**config.mk**
```make
export PLATFORM = sky130hd
export DESIGN_NAME = word_fifo_dreq
export DESIGN_NICKNAME = d
export VERILOG_FILES = /design/src/rtl/word_fifo_dreq.sv
export SDC_FILE = /design/constraint.sdc
export NUM_CORES = 1
export LEC_CHECK = 0
export BUFFER_PORTS_ARGS = -buffer_cell sky130_fd_sc_hd__buf_2
export CAP_MARGIN = 20
export CORE_MARGIN = 4
export CORE_UTILIZATION = 43
export DETAILED_ROUTE_END_ITERATION = 10
export PLACE_DENSITY = 0.67
export SLEW_MARGIN = 20
export SYNTH_ARGS = -nofsm -noshare
export SYNTH_HDL_FRONTEND = slang
export SYNTH_SLANG_ARGS = --single-unit
```
**constraint.sdc**
```tcl
create_clock -name clk -period 3.4 [get_ports clk]
set_input_delay 0.17 -clock clk [delete_from_list [all_inputs] [get_ports clk]]
set_output_delay 0.17 -clock clk [all_outputs]
set_load 0.01 [all_outputs]
```
**src/rtl/word_fifo_dreq.sv**
```systemverilog
module word_fifo_dreq #(
  parameter int WIDTH = 16,
  parameter int DEPTH = 8
) (
  input  logic             clk,
  input  logic             rst_n,
  input  logic             host_we,
  input  logic [WIDTH-1:0] host_wdata,
  output logic             host_full,
  output logic             host_ovf,
  input  logic             host_ovf_clr,
  output logic             dma_req,
  input  logic             dma_ack,
  output logic [WIDTH-1:0] dma_rdata
);
  localparam int AW = $clog2(DEPTH);

  logic [WIDTH-1:0] mem [DEPTH];
  logic [AW:0]      wptr, rptr, cnt;
  logic             req_q, ovf_q, push, pop, drop;

  assign cnt       = wptr - rptr;
  assign host_full = (cnt == (AW+1)'(DEPTH));
  assign push      = host_we && !host_full;
  assign drop      = host_we && host_full;
  assign pop       = dma_ack && req_q;
  assign dma_req   = req_q;
  assign host_ovf  = ovf_q;
  assign dma_rdata = pop ? mem[rptr[AW-1:0]] : '0;

  always_ff @(posedge clk) begin
    if (push) mem[wptr[AW-1:0]] <= host_wdata;
  end

  always_ff @(posedge clk) begin
    if (!rst_n) begin
      wptr  <= '0;
      rptr  <= '0;
      req_q <= 1'b0;
      ovf_q <= 1'b0;
    end else begin
      if (push) wptr <= wptr + 1'b1;
      if (pop)  rptr <= rptr + 1'b1;
      req_q <= req_q ? !dma_ack : (cnt != '0);
      if (drop)              ovf_q <= 1'b1;
      else if (host_ovf_clr) ovf_q <= 1'b0;
    end
  end
endmodule

```
==> metrics, run 1 <==
Synth Area in Adders=0.01128; Synth Instances=289; Post-Syn Area=5547 um2; sequential share of power=0.443; largest stage delay on the critical path=660 ps; worst-path maximum fanout=9; vias=2785; crit path from=wptr[0]$_SDFFE_PN0P_; CTS tree=done; FF+latch count, synth=141; post-synth top area cell=edfxtp_1; Crit. End Element=flop; sequential fraction of the synthesis area=0.7399; gpl congestion=0.8568; pre-CTS WS=393.6 ps; CP Buf/Inv Count=2; Leak=2.226 nW; Fmax=333.2 MHz; ys async rst share=0; worst slew pin tran=943.3 ps; R2R depth=8; min-delay src=host_wdata[9]; setup_tns=0 ps; post-synthesis simple-gate area fraction=0.05211; vias in the first global route=2869; post-route cell area=6673 um2; Final Skew=5.776 ps; antenna violations before repair=0; FP Rows=41; unrepaired setup endpoints after global routing=no; critical path, cell by cell=inv_1, ha_1, nor2b_1, xnor2_1, or2_2, o21ai_0, nor3_2, buf_4; TritonRoute pass-1 iters=6; fill count=1012; main flop type after synthesis=edfxtp_1; CTS buffer count=17; share of the synthesized area in the top cell type=0.6930; reg2reg end=mem[6][14]$_DFFE_PP_; sequential cell area=4106 um2; port bufs=39; P_sw=1.081 mW; GR Overflow Total=0; largest family of logic cells by synthesized area=multiplexers; Setup CP Type=reg -> reg; EDFF count, synth=128; syn_area_per_cell=19.19 um2; setup violators final=0; status=finished clean; hold crit path type=in -> reg; crit share post-route=0.8827; first-pass GRT wire length=16660 um; Worst path top cell family by delay=simple AND/OR/NAND/NOR gates; IO Pins=40; startpoint types=flop; r2r startpoint=wptr[0]$_SDFFE_PN0P_; DIE AREA=14780 um2; Clock power frac=0.418; dpl cell area=6051 um2; top cells by area, synth=edfxtp_1, mux4_2, dfxtp_1, mux2i_1, nor2_1; Stages on worst setup path=8; net count after synthesis=315; Synth Area in XOR/XNOR=0.007895; commonest non-fill, non-tap cell in the layout=edfxtp_1; Die X-Extent=121.6 um; clk root buf=clkbuf_16; HPWL Detailed=6405 um; post-route ant nets=0; Initial Util=0.4395; Cell Pwr Density=690.7 nW/um2; PnR worst setup slack=398.9 ps; pin count of the biggest net entering global routing=33; P&R area growth vs syn=20.30%; slew margin rel.=0.3696; Critical-path top delay cell=nor3_2; Hold-fix buffers, CTS=0; Comb pwr share=0.139; commonest non-fill, non-tap cells in the layout=edfxtp_1, buf_2, mux4_2, nor2_1; Post-Route WL=10400 um; routed len/inst=19.47 um; Die Ht=121.6 um; net switching fraction of the power=0.2345; Req. time, crit path=3520 ps; final hold vios=0; Internal Power=3.528 mW; CTS resizes=0; antenna cells=0; Ys Warns=0; H-Tree Depth=4; r2r setup slk=400 ps; Fin Hold WS=19.70 ps; Max Root-Sink Buffers=2; Via density=5.215; worst vdd ir=0.0002849 V; total clock sinks=141; min Tclk post-route=3001 ps; setup bufs post-CTS=0; worst-skew pair later-pin latency=410 ps; Clock transition at path regs=60 ps; Iter 0 DRT Violations=161; Max-cap violations=0; Global Route Usage Sum=0.1542; nets=375; Core Box Area=12620 um2; DRC errors left=0; Tot Pwr=4.609 mW; Cell variety after synth=32; max-slew violations=0; mux share of post-synthesis cell area=0.1606; Worst setup endpoint=mem[6][14]$_DFFE_PP_; Synth Area in Compound Gates=0.01602; layout cells sized above 1=0.3646; area of the multi-input gates=1410 um2; crit path DAT=3120 ps
## registers in the layout, summed over array words and instances (netlist names), named ones only
name	count
mem	128
rptr	4
wptr	4
dma_req	1
host_ovf	1
## kinds of logic after synthesis
kind of cell | count (synthesis)
AO/OA/AOI/OAI | 14
adder cells (fa/ha/maj) | 5
flip-flops | 141
XOR/XNOR | 5
buffers and inverters | 17
AND/OR/NAND/NOR | 58
multiplexers | 49
## metrics by stage
step,utilization,instances
4_1_cts,0.5288,534
3_5_place_dp,0.4795,502
5_1_grt,0.5288,534
2_1_floorplan,-,289
6_report,0.5288,534
3_3_place_gp,0.4794,502
## synth_stat cells, types with 4 or more instances
cell type,number
edfxtp_1,128
a21oi_1,6
nor3_1,7
mux2i_1,17
nand2_1,10
o21ai_0,5
inv_1,4
mux4_2,32
dfxtp_1,13
ha_1,5
nor2_1,23
clkbuf_1,8
## per-layer routing
layer  track usage  wire [um]  vias up  part of all wire
met5             0          0        -                 0
met1        0.2076       4626     1442              0.44
met3       0.03343        332       12             0.032
met4       0.06583        160        0             0.015
li1              -          -     1272                 -
met2        0.2453       5276       59              0.51
## power groups by stage
stage	Sequential [mW]	Combinational (mW)	Clock (mW)
final	2.04	0.641	1.92
after global routing	2.05	0.706	2.04
after CTS	2.05	0.656	1.94
after detailed placement	2.08	0.651	0
after global placement	2.07	0.640	0
after floorplan	2.06	0.463	0
## worst reg2reg max path, stage by stage (launching register included)
cell,delay (ps)
dfxtp_1,490
inv_1,140
ha_1,230
nor2b_1,140
xnor2_1,280
or2_2,210
o21ai_0,230
nor3_2,660
buf_4,310
## worst min path at each step
stage	cells after the start	slack [ps]	end
floorplan	0	270	mem[0][0]$_DFFE_PP_
global placement	1	440	mem[4][9]$_DFFE_PP_
detailed placement	1	440	mem[7][3]$_DFFE_PP_
CTS	1	10	mem[1][11]$_DFFE_PP_
global route	1	30	mem[1][11]$_DFFE_PP_
finish	1	20	mem[4][9]$_DFFE_PP_
## area by class of cell
| cell class | instances | share of cell area |
|---|---|---|
| timing repair buffer | 53 | 0.04500 |
| clock inverter | 13 | 0.02831 |
| inverter | 5 | 0.002813 |
| sequential | 141 | 0.6154 |
| tap | 172 | 0.03225 |
| clock buffer | 19 | 0.06488 |
| multi-input combinational | 131 | 0.2113 |
Power figures use the tool's default switching activity.
==> run 2, diff against run 1 <==
--- a/config.mk
+++ b/config.mk
@@ -8,9 +8,9 @@
 export BUFFER_PORTS_ARGS = -buffer_cell sky130_fd_sc_hd__buf_2
 export CAP_MARGIN = 20
 export CORE_MARGIN = 4
-export CORE_UTILIZATION = 43
+export CORE_UTILIZATION = 45
 export DETAILED_ROUTE_END_ITERATION = 10
-export PLACE_DENSITY = 0.67
+export PLACE_DENSITY = 0.7
 export SLEW_MARGIN = 20
 export SYNTH_ARGS = -nofsm -noshare
 export SYNTH_HDL_FRONTEND = slang
==> run 2 against run 1 <==
  * Final cell count down 1.5%
  * Final area shrank 1.4%
  * Largest cell class unchanged
  * Worst setup slack got worse by 170 ps
==> metrics, run 2 (same netlist as run 1, synthesis figures left out) <==
status=finished clean; GR Overflow Total=0 (unchanged); total clock sinks=141 (unchanged); critical path, cell by cell=ha_1, and3b_4, o21ai_0, and2_2, o21ai_0, nor3_2, buf_4; Initial Util=0.4599 (+0.02033); Hold-fix buffers, CTS=0 (unchanged); Max Root-Sink Buffers=2 (unchanged); P_sw=1.029 mW (-4.8%); commonest non-fill, non-tap cell in the layout=edfxtp_1; gpl congestion=0.7727 (-9.8%); largest stage delay on the critical path=680 ps (+20 ps); Placed Cells incl. Taps=495 (-1.4%); DIE AREA=14170 um2 (-4.2%); PnR worst setup slack=224.8 ps (-174.1 ps); setup bufs post-CTS=0 (unchanged); number of flip-flops in the largest register=128 (unchanged); routed len/inst=18.98 um (-2.5%); antenna cells=0 (unchanged); Final Skew=11.45 ps (+5.675 ps); r2r setup slk=220 ps (-170 ps); slew margin rel.=0.4328 (+0.06322); Leak=2.173 nW (-2.4%); P&R area growth vs syn=18.59%; nets=372 (-0.80%); worst slew pin tran=848.7 ps (-94.60 ps); crit path DAT=3280 ps (+160 ps); CTS tree=done; pin count of the biggest net entering global routing=33 (unchanged); Clock power frac=0.391 (-0.027); layout cells sized above 1=0.3520 (-0.01269); Setup CP Type=reg -> reg; Die Ht=119.0 um (-2.1%); H-Tree Depth=4 (unchanged); sequential share of power=0.464 (+0.021); r2r startpoint=wptr[2]$_SDFFE_PN0P_; post-route ant nets=0 (unchanged); CTS buffer count=17 (unchanged); reg2reg end=mem[6][12]$_DFFE_PP_; Tot Pwr=4.379 mW (-5.0%); TritonRoute pass-1 iters=4 (-2); clk root buf=clkbuf_16; pre-CTS WS=230.1 ps (-163.5 ps); Die X-Extent=119.0 um (-2.1%); antenna violations before repair=0 (unchanged); min-delay src=rst_n; crit path from=wptr[2]$_SDFFE_PN0P_; worst-skew pair later-pin latency=410 ps (about the same); DRC errors left=0 (unchanged); port bufs=39 (unchanged); first-pass GRT wire length=16250 um (-2.4%); setup violators final=0 (unchanged); max-slew violations=0 (unchanged); Internal Power=3.350 mW (-5.0%); CP Buf/Inv Count=1 (-1); worst-path maximum fanout=9 (unchanged); Req. time, crit path=3510 ps (about the same); Post-Route WL=9986 um (-3.9%); worst vdd ir=0.0004588 V (+61%); Hold Path End=dma_req$_SDFF_PN0_; Critical-path top delay cell=nor3_2; commonest non-fill, non-tap cells in the layout=edfxtp_1, buf_2, mux4_2, nor2_1; HPWL Detailed=6097 um (-4.8%); Via density=5.293 (+1.5%); Crit. End Element=flop; IO Pins=40 (unchanged); unrepaired setup endpoints after global routing=no; FP Rows=40 (-2.4%); Clock transition at path regs=60 ps (about the same); vias in the first global route=2862 (-0.24%); CTS resizes=0 (unchanged); Fmax=314.9 MHz (-5.5%); Cell Pwr Density=665.8 nW/um2 (-3.6%); net switching fraction of the power=0.2350 (+0.0004657); Worst path top cell family by delay=simple AND/OR/NAND/NOR gates; Finished Layout Cells=526 (-1.5%); vias=2784 (-0.036%); startpoint types=flop; Core Box Area=12060 um2 (-4.4%); Max-cap violations=0 (unchanged); final hold vios=0 (unchanged); Iter 0 DRT Violations=256 (+59%); cell with the most instances on the worst path=o21ai_0; hold crit path type=in -> reg; crit share post-route=0.9339 (+0.05121); R2R depth=7 (-1); min Tclk post-route=3175 ps (+174.1 ps); Min-Delay Path Depth=3 (+2); setup_tns=0 ps (unchanged); Comb pwr share=0.145 (+0.006); Global Route Usage Sum=0.1532 (-0.001058)
-- run 2: worst max-delay path by stage --
stage,to,slack [ps],cells past startpoint
4_1_cts,mem[6][12]$_DFFE_PP_,200,7
6_report,mem[6][12]$_DFFE_PP_,220,7
3_5_place_dp,mem[6][7]$_DFFE_PP_,230,7
5_1_grt,mem[6][12]$_DFFE_PP_,20,7
3_3_place_gp,mem[6][10]$_DFFE_PP_,420,7
2_1_floorplan,mem[0][0]$_DFFE_PP_,150,7
-- run 2: layout make-up --
type / count / area, um2
Clock buffer: 17 / 425.4
Clock inverter: 14 / 128.9
Fill cell: 955 / 5484
Inverter: 5 / 18.77
Multi-Input combinational cell: 131 / 1410
Sequential cell: 141 / 4106
Tap cell: 168 / 210.2
Timing Repair Buffer: 50 / 277.8
-- run 2: per-layer routing --
metal | wire length [um] | global-route usage
met1 | 4310 | 0.2003
met3 | 456 | 0.03941
met5 | 0 | 0
met4 | 163 | 0.06879
met2 | 5055 | 0.2427
-- run 2: power groups by stage --
stage               clock [mW]  sequential (mW)  combinational, mW
floorplan                    0             2.06              0.463
global placement             0             2.06              0.641
global route              1.83             2.04              0.704
CTS                       1.75             2.03              0.655
finish                    1.71             2.03              0.635
detailed placement           0             2.07              0.653
-- run 2: worst register-to-register path: stages (launching register included) --
cell     delay, ps
dfxtp_1        530
ha_1           340
and3b_4        210
o21ai_0        350
and2_2         240
o21ai_0        200
nor3_2         680
buf_4          330
-- run 2: metrics by stage --
| stage | utilization | cell area (um2) | hold slack [ps] |
|---|---|---|---|
| 2_1_floorplan | - | 5547 | 268.9 |
| 3_3_place_gp | 0.4993 | 6022 | 437.4 |
| 3_5_place_dp | 0.4993 | 6022 | 445.1 |
| 4_1_cts | 0.5452 | 6576 | 4.566 |
| 5_1_grt | 0.5453 | 6578 | 33.23 |
| 6_report | 0.5453 | 6578 | 21.73 |
